### src/rtl/acc_alu_pkg.sv
// Package: shared operation encoding and width for the accumulator ALU.
// Assumes a fixed 3-bit operation field; data width is a parameter elsewhere.
package acc_alu_pkg;

    localparam int OP_W = 3;

    typedef enum logic [OP_W-1:0] {
        OP_HOLD = 3'b000,
        OP_ADD  = 3'b001,
        OP_MUL  = 3'b010,
        OP_DIV  = 3'b011,
        OP_XOR  = 3'b100,
        OP_PAR  = 3'b101,
        OP_NAND = 3'b110,
        OP_CLR  = 3'b111
    } acc_op_e;

endpackage

### src/rtl/acc_bitwise_unit.sv
// Module: single-width results for add, xor, nand and parity insertion.
// Assumes DATA_W >= 2; the add result is truncated to DATA_W bits.
module acc_bitwise_unit #(
    parameter int DATA_W = 8
) (
    input  logic [DATA_W-1:0] lhs,
    input  logic [DATA_W-1:0] rhs,
    output logic [DATA_W-1:0] sum_o,
    output logic [DATA_W-1:0] xor_o,
    output logic [DATA_W-1:0] nand_o,
    output logic [DATA_W-1:0] par_o
);

    localparam int LOW_BITS = DATA_W - 1;

    logic [DATA_W:0]   sum_full;
    logic              par_bit;

    // Full-width sum; the top carry bit is dropped on purpose.
    assign sum_full = {1'b0, lhs} + {1'b0, rhs};
    assign sum_o    = sum_full[DATA_W-1:0];

    // Bitwise logic results.
    assign xor_o  = lhs ^ rhs;
    assign nand_o = ~(lhs & rhs);

    // Even-parity bit over the low bits, placed in the top position.
    always_comb begin
        par_bit = 1'b0;
        for (int i = 0; i < LOW_BITS; i++) begin
            par_bit = par_bit ^ lhs[i];
        end
    end

    assign par_o = {par_bit, lhs[LOW_BITS-1:0]};

endmodule

### src/rtl/acc_multiplier.sv
// Module: unsigned shift-and-add multiplier producing a double-width product.
// Assumes unsigned operands; purely combinational.
module acc_multiplier #(
    parameter int DATA_W = 8
) (
    input  logic [DATA_W-1:0]   mcand,
    input  logic [DATA_W-1:0]   mplier,
    output logic [2*DATA_W-1:0] product
);

    localparam int PROD_W = 2 * DATA_W;

    logic [DATA_W-1:0][PROD_W-1:0] partial;

    // One shifted partial product per multiplier bit.
    for (genvar g = 0; g < DATA_W; g++) begin : g_partial
        assign partial[g] = mplier[g] ? (PROD_W'(mcand) << g) : '0;
    end

    // Sum all partial products.
    always_comb begin
        product = '0;
        for (int i = 0; i < DATA_W; i++) begin
            product = product + partial[i];
        end
    end

endmodule

### src/rtl/acc_divider.sv
// Module: unsigned restoring divider, one unrolled stage per quotient bit.
// Assumes unsigned operands; a zero divisor yields an all-ones quotient.
module acc_divider #(
    parameter int DATA_W = 8
) (
    input  logic [DATA_W-1:0] dividend,
    input  logic [DATA_W-1:0] divisor,
    output logic [DATA_W-1:0] quotient
);

    localparam int REM_W = DATA_W + 1;

    logic [DATA_W:0][REM_W-1:0] rem_chain;
    logic [DATA_W-1:0]          q_bits;
    logic                       div_zero;

    assign rem_chain[0] = '0;

    // Each stage brings down one dividend bit (MSB first) and trial-subtracts.
    for (genvar s = 0; s < DATA_W; s++) begin : g_stage
        localparam int BIT_IDX = DATA_W - 1 - s;
        logic [REM_W-1:0] shifted;
        logic [REM_W-1:0] trial;
        assign shifted = {rem_chain[s][DATA_W-1:0], dividend[BIT_IDX]};
        assign trial   = shifted - {1'b0, divisor};
        assign q_bits[BIT_IDX] = ~trial[REM_W-1];
        assign rem_chain[s+1]  = q_bits[BIT_IDX] ? trial : shifted;
    end

    // Zero divisor forced to the saturated value explicitly.
    assign div_zero = (divisor == '0);
    assign quotient = div_zero ? '1 : q_bits;

endmodule

### src/rtl/acc_alu_core.sv
// Module: top of the accumulator ALU; selects the result for the opcode.
// Assumes the caller loads the low byte every execute step and the high
// byte only when acc_hi_we is set. No state, no clock.
module acc_alu_core
    import acc_alu_pkg::*;
#(
    parameter int DATA_W = 8
) (
    input  logic [2:0]        op_code,
    input  logic [DATA_W-1:0] acc_lo,
    input  logic [DATA_W-1:0] acc_hi,
    input  logic [DATA_W-1:0] operand,
    output logic [DATA_W-1:0] acc_lo_nxt,
    output logic [DATA_W-1:0] acc_hi_nxt,
    output logic              acc_hi_we
);

    localparam int PROD_W = 2 * DATA_W;

    acc_op_e           op;
    logic [DATA_W-1:0] sum_r, xor_r, nand_r, par_r, quot_r;
    logic [PROD_W-1:0] prod_r;

    assign op = acc_op_e'(op_code);

    acc_bitwise_unit #(.DATA_W(DATA_W)) u_bitwise (
        .lhs    (acc_lo),
        .rhs    (operand),
        .sum_o  (sum_r),
        .xor_o  (xor_r),
        .nand_o (nand_r),
        .par_o  (par_r)
    );

    acc_multiplier #(.DATA_W(DATA_W)) u_mult (
        .mcand   (acc_lo),
        .mplier  (operand),
        .product (prod_r)
    );

    acc_divider #(.DATA_W(DATA_W)) u_div (
        .dividend (acc_lo),
        .divisor  (operand),
        .quotient (quot_r)
    );

    // Result selection by opcode; high byte moves only on multiply.
    always_comb begin
        acc_lo_nxt = acc_lo;
        acc_hi_nxt = acc_hi;
        acc_hi_we  = 1'b0;
        case (op)
            OP_HOLD: acc_lo_nxt = acc_lo;
            OP_ADD:  acc_lo_nxt = sum_r;
            OP_MUL: begin
                acc_lo_nxt = prod_r[DATA_W-1:0];
                acc_hi_nxt = prod_r[PROD_W-1:DATA_W];
                acc_hi_we  = 1'b1;
            end
            OP_DIV:  acc_lo_nxt = quot_r;
            OP_XOR:  acc_lo_nxt = xor_r;
            OP_PAR:  acc_lo_nxt = par_r;
            OP_NAND: acc_lo_nxt = nand_r;
            OP_CLR:  acc_lo_nxt = '0;
            default: acc_lo_nxt = acc_lo;
        endcase
    end

endmodule

### config.mk
export PLATFORM = sky130hd
export DESIGN_NAME = acc_alu_core
export DESIGN_NICKNAME = d
export VERILOG_FILES = /design/src/rtl/acc_alu_pkg.sv /design/src/rtl/acc_bitwise_unit.sv /design/src/rtl/acc_multiplier.sv /design/src/rtl/acc_divider.sv /design/src/rtl/acc_alu_core.sv
export SDC_FILE = /design/constraint.sdc
export NUM_CORES = 1
export LEC_CHECK = 0
export BUFFER_PORTS_ARGS = -buffer_cell sky130_fd_sc_hd__buf_2
export CAP_MARGIN = 15
export CORE_ASPECT_RATIO = 1.1
export CORE_MARGIN = 3
export CORE_UTILIZATION = 40
export DETAILED_ROUTE_END_ITERATION = 6
export MAX_ROUTING_LAYER = met4
export PLACE_DENSITY = 0.59
export SLEW_MARGIN = 0
export SYNTH_ARGS = -nofsm -noshare
export SYNTH_HDL_FRONTEND = slang
export SYNTH_SLANG_ARGS = --single-unit
### constraint.sdc
create_clock -name vclk -period 23.4
set_input_delay 1.17 -clock vclk [all_inputs]
set_output_delay 1.17 -clock vclk [all_outputs]
set_load 0.01 [all_outputs]
* Yosys cells after proc, flatten, opt, wreduce, memory -nomap -nowiden *
Index checks and enable logic that the tools add are counted.

cells by class
  bitwise operators = 17
  muxes and demuxes = 19
  reductions and logical operators = 2
  equal/unequal tests = 7
  add/subtract/negate cells = 16

operators by type and width
  kind                                            number
  two-way mux 8 bit                               10
  one-hot mux 8 bit (8 select lines)              1
  subtractor 9 x 8 -> 9 bit                       7
  adder 16 bit                                    3
  adder 16 x 12 -> 16 bit                         1
  adder 16 x 13 -> 16 bit                         1
  adder 16 x 14 -> 16 bit                         1
  adder 16 x 15 -> 16 bit                         1
  two-way mux 15 bit                              1
  two-way mux 14 bit                              1
  two-way mux 13 bit                              1
  == test 3 bit (second input constant)           4
  two-way mux 12 bit                              1
  two-way mux 11 bit                              1
  two-way mux 10 bit                              1
  two-way mux 9 bit                               1
  subtractor 1 x 8 -> 9 bit                       1
  adder 8 bit                                     1
  bitwise AND 8 bit                               1
  zero test 8 bit                                 1
  NOT 1 bit                                       8
  NOT 8 bit                                       1
  XOR 8 bit                                       1
  == test 3 x 2 -> 1 bit (second input constant)  2
  4 further kinds                                 9

word-level totals
  output and inout port bits = 17
  bits of input ports = 27
  logic and storage cells = 61
  register bits after elaboration = 0

* Longest topological paths before layout *
  word-level depth = 18
  depth in mapped cells = 79
  gate-level depth less buffers = 75

* By module *
From an unflattened synthesis, not the netlist that was laid out.

unflattened totals
  cells, all modules = 768
  area total of the unflattened synthesis = 6273.5 sq um

modules (own cells, without submodules)
  module            times used  sequential area each (sq um)  area an instance (sq um)  cells each
  acc_divider       1           0.0                           3140.5                    406
  acc_multiplier    1           0.0                           1985.7                    230
  acc_alu_core      1           0.0                           686.9                     74
  acc_bitwise_unit  1           0.0                           460.4                     58

* Worst setup path before layout *
No wires, ideal clock.

  kind = input-to-output
  from = input port operand[1]
  to = output port acc_lo_nxt[0]
  path buffers = 5
  data arrival time = 15.909 ns
  path slack = 6.321 ns
  stages = 76
  data required time = 22.230 ns
  cells stage by stage = clkbuf_2 inv_1 ha_1 nand3_1 nor2_1 a21oi_1 fa_1 or3_4 a21oi_4 o41ai_1 xnor2_1 o21ai_0 fa_1 a21oi_1 nor2b_1 o31a_1 o41ai_2 xnor2_1 [40 not listed] a21oi_1 o21bai_1 a21oi_1 inv_1 xnor2_4 mux2i_1 ha_1 nor2b_1 o21a_1 o21a_1 o21ai_0 nand2b_1 a21oi_1 nor2b_1 o21ai_0 nand2b_1 a31o_2 a31oi_1

on the way
  cells in the longest elaborated chain, start to end = 18
  elaborated cells between the ends (all ways) = 19
  those cells by class = add/sub (8); mux (9); bitwise (1); reduce/logical (1)

RTL lines
  item                                  RTL line            text
  start: declaration                    acc_alu_core.sv:12  input logic [DATA_W-1:0] operand,
  subtractor 1 x 8 -> 9 bit             acc_divider.sv:25   assign trial = shifted - {1'b0, divisor};
  two-way mux 8 bit                     acc_divider.sv:27   assign rem_chain[s+1] = q_bits[BIT_IDX] ? trial : shifted;
  subtractor 9 x 8 -> 9 bit             acc_divider.sv:25
  two-way mux 8 bit                     acc_divider.sv:27
  subtractor 9 x 8 -> 9 bit             acc_divider.sv:25
  two-way mux 8 bit                     acc_divider.sv:27
  subtractor 9 x 8 -> 9 bit             acc_divider.sv:25
  two-way mux 8 bit                     acc_divider.sv:27
  [2 not listed]                        -
  subtractor 9 x 8 -> 9 bit             acc_divider.sv:25
  two-way mux 8 bit                     acc_divider.sv:27
  subtractor 9 x 8 -> 9 bit             acc_divider.sv:25
  two-way mux 8 bit                     acc_divider.sv:27
  subtractor 9 x 8 -> 9 bit             acc_divider.sv:25
  NOT 1 bit                             acc_divider.sv:26   assign q_bits[BIT_IDX] = ~trial[REM_W-1];
  two-way mux 8 bit *                   acc_divider.sv:32   assign quotient = div_zero ? '1 : q_bits;
  one-hot mux 8 bit (8 select lines) *  acc_alu_core.sv:52  case (op)
  end: declaration                      acc_alu_core.sv:13  output logic [DATA_W-1:0] acc_lo_nxt,

Mark *: on every way between the ends. The rest lies on a longest branch, timed or not.

* Worst setup path in the final report *
Ends and elaborated chain as after synthesis.

==> summary.md <==
| Metric | Value |
|---|---|
| Run status | finished, final reports clean |
| Router iterations before antenna repair | 5 |
| Clkbuf count | 0 |
| Layout cells sized above 1 | 11.27% |
| Yosys warns | 0 |
| Post-CTS setup buffers | 0 |
| Syn Inst Count | 726 |
| Slew Viols, Final | 0 |
| Fin crit period | 19.45 ns |
| Worst Path Max Fanout | 15 |
| CP required | 22.23 ns |
| Critical Path Most Common Cell | a21oi_1 |
| Crit share post-route | 83.11% |
| Register area | 0 µm² |
| Via count | 4999 |
| Max cap viols | 0 |
| Iter 0 DRT Violations | 322 |
| Final setup vio count | 0 |
| DRT Wirelength | 14320 µm |
| Crit path buf inv count | 4 |
| Buffers added on ports | 44 |
| Setup Crit Path Kind | in -> out |
| Crit start category | primary input |
| DR DRC count | 0 |
| Final ANT Viol Nets | 0 |
| DIE AREA | 15680 µm² |
| Hold Slack | 2.625 ns |
| Worst setup EP type | output port |
| Post-CTS sizing | 0 |
| GP Congestion | 0.9135 |
| Fin nets | 932 |
| Tot GR Track Use | 18.78% |
| First-pass GRT wire length | 23870 µm |
| Mapped Area | 5685 µm² |
| Seq Cell Count | 0 |
| Critical path arrival | 18.28 ns |
| Pre-CTS setup slack | 3.990 ns |
| Die X | 119.7 µm |
| Antenna diodes | 0 |
| CP top delay family | compound AO/OA/AOI/OAI gates |
| Largest net degree at the start of global routing | 21 |
| Hold Fails Final Rpt | 0 |
| Via-per-instance ratio | 5.307 |
| Initial antenna violation count | 0 |
| Worst Hold Class | in -> out |
| Fin worst setup slack | 3.953 ns |
| HPWL Detailed | 11840 µm |
| Drt wl/cell | 15.20 µm |
| Core area | 13850 µm² |
| Cell variety after synth | 68 |
| Row Count | 45 |
| Peak Freq | 51.42 MHz |
| Area Overhead vs Synth | 6.382% |
| Number of hold-repair buffers added at the cts stage | 0 |
| Seq/Total Area, Yosys | 0% |
| Remaining global-route overflow | 0 |
| Setup TNS | 0 ns |
| Initial Utilization | 41.05% |
| RSZ-0062 raised after global routing | false |
| Slowest cell on the critical path | xnor2_1 |
| Slew headroom | 32.91% |
| Syn avg cell area | 7.831 µm² |
| Die H | 131.0 µm |
| I/O pins | 44 |
| Vias in the first global route | 4976 |
| CP peak stage delay | 0.86 ns |
| Worst-Margin Slew | 0.9991 ns |
through the flow:
| stage | instance area [µm²] | utilization (%) | cells |
|---|---|---|---|
| 2_1_floorplan | 5693 | - | 728 |
| 3_3_place_gp | 6048 | 43.67 | 942 |
| 3_5_place_dp | 6048 | 43.67 | 942 |
| 4_1_cts | 6048 | 43.67 | 942 |
| 5_1_grt | 6048 | 43.67 | 942 |
| 6_report | 6048 | 43.67 | 942 |
routing by layer:
layer,vias up,wire length [µm],global-route usage [%]
met5,-,0,-
met4,0,203,3.369
met3,19,563,0.5596
met2,99,7430,34.67
met1,2362,6126,23.38
li1,2519,-,-
synth_stat cells, types with 2 or more instances:
master | n | share of area, %
ha_1 | 104 | 23
inv_1 | 88 | 5.8
nand2_1 | 76 | 5.0
nor2_1 | 65 | 4.3
a21oi_1 | 54 | 4.8
xnor2_1 | 48 | 7.4
fa_1 | 45 | 16
o21ai_0 | 44 | 3.9
mux2i_1 | 14 | 2.5
a21o_1 | 13 | 1.7
nor2b_1 | 13 | 1.4
xor2_1 | 13 | 2.0
mux2_2 | 12 | 2.4
nand2b_1 | 12 | 1.3
nor3_1 | 12 | 1.1
clkbuf_1 | 11 | 0.73
o21bai_1 | 10 | 1.3
o21a_1 | 8 | 1.1
mux2_4 | 7 | 1.8
nand3_1 | 7 | 0.62
a31oi_1 | 5 | 0.55
buf_6 | 4 | 0.79
a21boi_0 | 3 | 0.40
o22ai_1 | 3 | 0.33
o31ai_1 | 3 | 0.40
a211oi_1 | 2 | 0.26
a2bb2oi_1 | 2 | 0.31
and2_1 | 2 | 0.22
mux4_2 | 2 | 0.79
nor3b_1 | 2 | 0.26
o2111ai_1 | 2 | 0.31
o211ai_1 | 2 | 0.26
or2_2 | 2 | 0.22
or3_4 | 2 | 0.40
cell type report:
type / instances / area (µm²)
Fill cell: 1461 / 7802
Tap cell: 188 / 235.2
Timing Repair Buffer: 44 / 220.2
Multi-Input combinational cell: 621 / 5259
Inverter: 89 / 334.1
worst min-delay path, delay by kind of cell:
family | cells | cell delay [ns]
AO/OA/AOI/OAI | 1 | 0.05
buffers and inverters | 2 | 0.19
AND/OR/NAND/NOR | 1 | 0.03
final timing paths:
path / startpoint / to / slack [ns] / depth (start not counted)
max: operand[1] / acc_lo_nxt[0] / 3.95 / 73
min: acc_hi[3] / acc_hi_nxt[3] / 2.62 / 4
cells by family (layout without fill, tap and decap cells):
kind of cell | Yosys count | count (layout) | share of synthesized area, %
buffers and inverters | 107 | 133 | 7.636
adders and majority gates | 149 | 149 | 38.73
AOI/OAI and AO/OA | 168 | 168 | 18.97
other | 1 | 3 | 0.06596
muxes | 37 | 37 | 8.120
and+or+nand+nor | 201 | 201 | 16.31
xor gates and xnor gates | 63 | 63 | 10.17
placed cells by master, fill, tap and decap left out, types with 13 or more instances in the layout:
cell	instances
a21oi_1	54
o21ai_0	44
xor2_1	13
a21o_1	13
nor2_1	65
xnor2_1	48
buf_2	44
nand2_1	76
inv_1	88
nor2b_1	13
mux2i_1	14
ha_1	104
fa_1	45
Power is left out: the tool's default activity adds up to more than one toggle a clock period on the data nets, which glitch-free logic cannot reach.
